--- src/rtl/irq_prio_pkg.sv ---
package irq_prio_pkg;
  localparam int LVL_W   = 3;
  localparam int LVL_MAX = (1 << LVL_W) - 1;
  typedef logic [LVL_W-1:0] lvl_t;
endpackage

--- src/rtl/irq_slot.sv ---
module irq_slot
  import irq_prio_pkg::*;
(
  input  logic clk,
  input  logic rst,
  input  logic evt,
  input  logic ack_hit,
  input  logic wr_req,
  input  logic wr_req_val,
  input  logic wr_lvl,
  input  lvl_t wr_lvl_val,
  output logic pend,
  output lvl_t lvl
);
  // event beats every clear source
  always_ff @(posedge clk) begin
    if (rst) begin
      pend <= 1'b0;
    end else if (evt) begin
      pend <= 1'b1;
    end else if (ack_hit || (wr_req && !wr_req_val)) begin
      pend <= 1'b0;
    end
  end

  always_ff @(posedge clk) begin
    if (rst) begin
      lvl <= '0;
    end else if (wr_lvl) begin
      lvl <= wr_lvl_val;
    end
  end
endmodule

--- src/rtl/irq_pick.sv ---
module irq_pick
  import irq_prio_pkg::*;
#(
  parameter int N_SRC = 8,
  parameter int SEL_W = (N_SRC > 1) ? $clog2(N_SRC) : 1
) (
  input  logic                   en,
  input  lvl_t                   cpu_lvl,
  input  logic [N_SRC-1:0]       pend,
  input  logic [N_SRC*LVL_W-1:0] lvl_flat,
  output logic                   any,
  output logic [SEL_W-1:0]       idx
);
  lvl_t best;

  always_comb begin
    any  = 1'b0;
    idx  = '0;
    best = '0;
    // ascending scan with strict compare keeps the lowest index on ties
    for (int i = 0; i < N_SRC; i++) begin
      if (en && pend[i] && (lvl_flat[i*LVL_W +: LVL_W] > cpu_lvl)) begin
        if (!any || (lvl_flat[i*LVL_W +: LVL_W] > best)) begin
          any  = 1'b1;
          idx  = SEL_W'(i);
          best = lvl_flat[i*LVL_W +: LVL_W];
        end
      end
    end
  end
endmodule

--- src/rtl/irq_prio_ctrl.sv ---
module irq_prio_ctrl
  import irq_prio_pkg::*;
#(
  parameter int N_SRC = 8,
  parameter int SEL_W = (N_SRC > 1) ? $clog2(N_SRC) : 1
) (
  input  logic               clk,
  input  logic               rst,
  input  logic [N_SRC-1:0]   src_evt,
  input  logic [SEL_W-1:0]   bus_addr,
  input  logic               bus_we_lvl,
  input  logic               bus_we_req,
  input  logic [LVL_W:0]     bus_wdata,
  output logic [LVL_W:0]     bus_rdata,
  input  logic               glb_en,
  input  logic [LVL_W-1:0]   cpu_lvl,
  input  logic               irq_ack,
  output logic               irq_req,
  output logic [SEL_W-1:0]   irq_vec
);
  localparam int DW = LVL_W + 1;

  logic [N_SRC-1:0]       pend;
  logic [N_SRC*LVL_W-1:0] lvl_flat;
  logic [DW-1:0]          rd_mux;

  for (genvar g = 0; g < N_SRC; g++) begin : g_slot
    logic sel;
    lvl_t lv;
    assign sel = (32'(bus_addr) == g);
    irq_slot u_slot (
      .clk        (clk),
      .rst        (rst),
      .evt        (src_evt[g]),
      .ack_hit    (irq_ack && irq_req && (32'(irq_vec) == g)),
      .wr_req     (bus_we_req && sel),
      .wr_req_val (bus_wdata[LVL_W]),
      .wr_lvl     (bus_we_lvl && sel),
      .wr_lvl_val (bus_wdata[LVL_W-1:0]),
      .pend       (pend[g]),
      .lvl        (lv)
    );
    assign lvl_flat[g*LVL_W +: LVL_W] = lv;
  end

  irq_pick #(.N_SRC(N_SRC), .SEL_W(SEL_W)) u_pick (
    .en       (glb_en),
    .cpu_lvl  (cpu_lvl),
    .pend     (pend),
    .lvl_flat (lvl_flat),
    .any      (irq_req),
    .idx      (irq_vec)
  );

  always_comb begin
    rd_mux = '0;
    for (int i = 0; i < N_SRC; i++) begin
      if (32'(bus_addr) == i) rd_mux = {pend[i], lvl_flat[i*LVL_W +: LVL_W]};
    end
  end

  always_ff @(posedge clk) begin
    if (rst) bus_rdata <= '0;
    else     bus_rdata <= rd_mux;
  end
endmodule

--- config.mk ---
export PLATFORM = sky130hd
export DESIGN_NAME = irq_prio_ctrl
export DESIGN_NICKNAME = d
export VERILOG_FILES = /design/src/rtl/irq_prio_pkg.sv /design/src/rtl/irq_slot.sv /design/src/rtl/irq_pick.sv /design/src/rtl/irq_prio_ctrl.sv
export SDC_FILE = /design/constraint.sdc
export NUM_CORES = 1
export LEC_CHECK = 0
export BUFFER_PORTS_ARGS = -buffer_cell sky130_fd_sc_hd__clkbuf_2
export CAP_MARGIN = 20
export CELL_PAD_IN_SITES_DETAIL_PLACEMENT = 1
export CELL_PAD_IN_SITES_GLOBAL_PLACEMENT = 1
export CORE_ASPECT_RATIO = 1.4
export CORE_MARGIN = 1.5
export CORE_UTILIZATION = 45
export CTS_CLUSTER_SIZE = 25
export DETAILED_ROUTE_END_ITERATION = 7
export PLACE_DENSITY_LB_ADDON = 0.1
export SLEW_MARGIN = 15
export SYNTH_ARGS = -nofsm -noshare
export SYNTH_HDL_FRONTEND = slang
export SYNTH_SLANG_ARGS = --single-unit
--- constraint.sdc ---
create_clock -name clk -period 13.5 [get_ports clk]
set_input_delay 1.35 -clock clk [delete_from_list [all_inputs] [get_ports clk]]
set_output_delay 1.35 -clock clk [all_outputs]
set_load 0.005 [all_outputs]
* Word-level counts from Yosys, hierarchy flattened *
Cells that the tools add are included.

cells by class
  equality and inequality tests = 14
  reductions and logical operators = 82
  order comparisons = 15
  mux-type cells = 66

operator list
  cell                                                  number
  two-way mux 3 bit                                     26
  logical AND 1 bit                                     49
  > comparator 3 bit                                    15
  two-way mux 1 bit                                     32
  two-way mux 4 bit                                     8
  equality test 3 bit (second input constant)           8
  nonzero test 2 bit                                    8
  logical OR 1 bit                                      15
  equality test 3 x 2 -> 1 bit (second input constant)  4
  logical NOT 1 bit                                     8
  equality test 3 x 1 -> 1 bit (second input constant)  2
  logical NOT 3 bit                                     2

storage, ports and cells
  input port bits = 24
  logic and storage cells = 194
  output and inout port bits = 8
  register bits = 36

* Longest topological paths before layout *
  word-level depth = 36
  mapped depth = 55
  mapped depth without buffers = 54

* Modules after synthesis *
A second synthesis with hierarchy kept.

second synthesis, totals
  cell total of the unflattened synthesis = 414
  area total of the unflattened synthesis = 3260.6 µm²

modules (own cells, without submodules)
  module         sequential area each (µm²)  area each (µm²)  cells each  times used
  irq_pick       0.0                         1516.5           202         1
  irq_slot       80.1                        141.4            14          8
  irq_prio_ctrl  80.1                        613.1            100         1

* Least setup slack after synthesis *
Ideal clock, no wire load.

  kind = input port to output port
  start point = in cpu_lvl[2]
  end point = out irq_vec[0]
  arrival time = 10.230 ns
  data required time = 12.150 ns
  path buffers = 1
  slack = 1.920 ns
  cell stages on the path = 51
  cell sequence = inv_1 ha_1 a31oi_1 nand3_1 ha_1 a211oi_1 o211ai_1 a21oi_1 nor2_1 ha_1 nor2b_1 o21ai_0 a32o_1 a21oi_1 o31ai_1 ha_1 nor2b_1 o21ai_0 [... 15 more ...] o21ai_0 a21boi_2 buf_6 a21oi_1 a22oi_2 ha_1 nor2b_1 o21ai_0 a32oi_1 o21ai_1 mux2_2 ha_1 inv_1 a21o_1 a21oi_1 a311o_1 o41ai_2 o21bai_2

on the way
  word-level cells in the longest chain between the ends = 31

RTL lines
  item                                                     line                 text
  from (decl)                                              irq_prio_ctrl.sv:16  input logic [LVL_W-1:0] cpu_lvl,
  > comparator 3 bit                                       irq_pick.sv:22       if (en && pend[i] && (lvl_flat[i*LVL_W +: LVL_W] > cpu_lvl)) begin
  logical AND 1 bit                                        irq_pick.sv:22
  two-way mux 3 bit or two-way mux 1 bit (tied branches)   irq_pick.sv:22
  > comparator 3 bit or logical NOT 1 bit (tied branches)  irq_pick.sv:23       if (!any || (lvl_flat[i*LVL_W +: LVL_W] > best)) begin
  logical OR 1 bit                                         irq_pick.sv:23
  two-way mux 3 bit or two-way mux 1 bit (tied branches)   irq_pick.sv:23
  two-way mux 3 bit or two-way mux 1 bit (tied branches)   irq_pick.sv:22
  > comparator 3 bit or logical NOT 1 bit (tied branches)  irq_pick.sv:23
  [... 15 more ...]                                        n/a
  > comparator 3 bit or logical NOT 1 bit (tied branches)  irq_pick.sv:23
  logical OR 1 bit                                         irq_pick.sv:23
  two-way mux 3 bit or two-way mux 1 bit (tied branches)   irq_pick.sv:23
  two-way mux 3 bit or two-way mux 1 bit (tied branches)   irq_pick.sv:22
  > comparator 3 bit or logical NOT 1 bit (tied branches)  irq_pick.sv:23
  logical OR 1 bit                                         irq_pick.sv:23
  two-way mux 3 bit                                        irq_pick.sv:23
  two-way mux 3 bit (*)                                    irq_pick.sv:22
  to (decl)                                                irq_prio_ctrl.sv:19  output logic [SEL_W-1:0] irq_vec

Every way passes the cells marked *; elsewhere a longest branch is shown, timed or not.

* Worst setup path in the final report *
  start point = in cpu_lvl[1]
  end point = out irq_vec[0]

The elaborated chain is that of the path after synthesis.

==> metrics <==
die area a little under 8000 sq um; most frequent CP cell ha_1; Slew @ Worst Pin 0.776 ns; Seq cells post-synth 36; Die Wd ~75 um; ANT cells 0; worst hold path class flop to flop; post-route ant nets 0; total CTS buffers 5; Final Setup Violations 0; Via density roughly 6; Cell Area, Placed approximately 3500 sq um; Top Ports 32; Clk Latency, worst-skew pair 0.29 ns; power density over the cells between 70 and 80 nW/um^2; GRT overflow 0; worst clock skew approximately 0.0053 ns; Core Area 6980 sq um; first-pass GRT wire length around 17000 um; endpoints failing hold 0; post-route design area 3610 sq um; largest net degree at the start of global routing 37; routability congestion estimate slightly above 0.9; Root Buffer clkbuf_8; DR pass1 iterations 4; die height a little over 100 um; CTS tree built; most common flop cell mapped by yosys dfxtp_1; Slew Viols, Final 0; clock sinks 36; largest area contributor in the netlist dfxtp_1; worst-path maximum fanout 8; vias ~3300; Min Hold Slack just over 0.5 ns; number of synthesized flops with an enable pin 0; hpwl dp between 8000 and 9000 um; post-synthesis net count between 400 and 500; Rows 36; fin crit share between 90% and 100%; hold_buf cts 0; YS warnings 0; Setup crit end kind output pin; Lkg Pwr around 1.5 nW; PortBufs 31; top-count cell post-synth nor2_1; total track usage approximately 29%; Worst Path Class, Setup input pin to output pin; Area growth syn-to-layout 11.3%; setup slack at placement about 0.46 ns; post-synth top area share 22.2%; FMAX about 77 MHz; initial antenna violation count 0; slowest CP cell o31ai_1; Syn Inst Count 420; clk slew on worst S/H paths about 0.07 ns; initial core utilization around 46%; Startpoint Class input pin; synth top area cells dfxtp_1 (22%), ha_1 (17%), nor2_1 (6.2%); share of layout cells above drive strength 1 between 15 and 20%; IR drop worst, VDD between 0.05 and 0.06 mV; fin nets about 520; H-tree Lvls 2; Netlist cell types between 60 and 70; final core utilization 51.7%; fraction of registers with async set/reset 0%; Worst slew margin between 40% and 50%; Post-Synthesis Cell Area roughly 3200 sq um; max cap viols 0; post-synthesis sequential area ratio 22.2%; initial DRC count roughly 130; Post-synth top cells nor2_1 (54), ha_1 (45), dfxtp_1 (36), a21oi_1 (35), nand2_1 (31); DRC Markers 0; total wire length ~11000 um; vias in the first global route roughly 3300; Arrival @ worst endpoint about 12 ns; syn avg cell area 7.73 sq um; Largest stage delay, worst path ~0.58 ns; Fillers between 900 and 1000; Max clock buf depth 2; Wirelength per Cell between 15 and 20 um; Worst EP required between 10 and 15 ns; outcome finished clean; Final Worst Setup Slack between 0.5 and 0.6 ns; Pwr Total between 0.2 and 0.3 mW; Final min period between 10 and 15 ns
final timing paths:
path | cells past startpoint | to | from | slack, ns
max | 52 | irq_vec[0] | cpu_lvl[1] | 0.60
min | 2 | g_slot[7].u_slot.lvl[0] | g_slot[7].u_slot.lvl[0] | 0.51
max reg2reg | 51 | g_slot[1].u_slot.pend | g_slot[0].u_slot.lvl[1] | 2.50
min reg2reg | 2 | g_slot[7].u_slot.lvl[0] | g_slot[7].u_slot.lvl[0] | 0.51
metal layers:
metal	GRT usage [%]	routed length (um)	up-vias
met5	0	0	-
met4	11.2	461	0
met1	31.4	4220	1575
li1	-	-	1590
met3	4.17	303	30
met2	54.3	5750	56
placed cells by master (no fill, tap or decap), types with 12 or more instances in the layout:
cell type	count
dfxtp_1	36
nand2_1	31
ha_1	45
nor3_1	12
nand3_1	21
inv_1	24
nor2b_1	15
a21oi_1	35
o21ai_0	26
clkbuf_2	31
nor2_1	54
mux2i_1	15
sequential cells by signal, indices dropped and copies added, names as in the netlist:
name / cells
g_slot.u_slot.lvl: 24
g_slot.u_slot.pend: 8
bus_rdata: 4
cell type report:
type / instances / area (sq um) / share of cell area, %
Clock inverter: 2 / 35.0 / 0.970
Multi-Input combinational cell: 344 / 2390 / 66.2
Timing Repair Buffer: 35 / 185 / 5.13
Clock buffer: 6 / 72.6 / 2.01
Sequential cell: 36 / 721 / 20.0
Inverter: 24 / 90.1 / 2.49
Tap cell: 95 / 119 / 3.29
repair_timing:
action | in CTS | in global routing
buffers inserted | 0 | 2
setup endpoints to repair | 0 | 3
gates resized for setup | 0 | 5
critical path, delay by kind of cell:
family / cells / cell delay, ns
AND/OR/NAND/NOR: 11 / 1.56
AO/OA/AOI/OAI: 27 / 5.62
buffers and inverters: 5 / 0.42
multiplexers: 1 / 0.37
adder cells (fa/ha/maj): 8 / 2.20
per-stage QoR:
| step | std cells | setup TNS (ns) |
|---|---|---|
| 3_3_place_gp | 532 | 0 |
| 2_1_floorplan | 420 | 0 |
| 6_report | 542 | 0 |
| 4_1_cts | 540 | 0 |
| 5_1_grt | 542 | -0.334 |
| 3_5_place_dp | 532 | 0 |
cells by family (layout without fill, tap and decap cells):
| group | after synthesis | in the layout | share of synthesized area [%] |
|---|---|---|---|
| muxes | 16 | 16 | 4.97 |
| and+or+nand+nor | 162 | 162 | 24.8 |
| AOI/OAI and AO/OA | 121 | 121 | 25.7 |
| buffers and inverters | 40 | 67 | 4.97 |
| adders and majority gates | 45 | 45 | 17.3 |
| DFF | 36 | 36 | 22.2 |
power by group:
group | internal, mW | leakage [nW] | switching [mW]
Clock | 0.0548 | 0.0552 | 0.0395
Combinational | 0.0223 | 1.14 | 0.0355
Sequential | 0.110 | 0.294 | 0.00471
Total | 0.187 | 1.49 | 0.0797
Note: power is estimated with default switching activity, not from simulation.
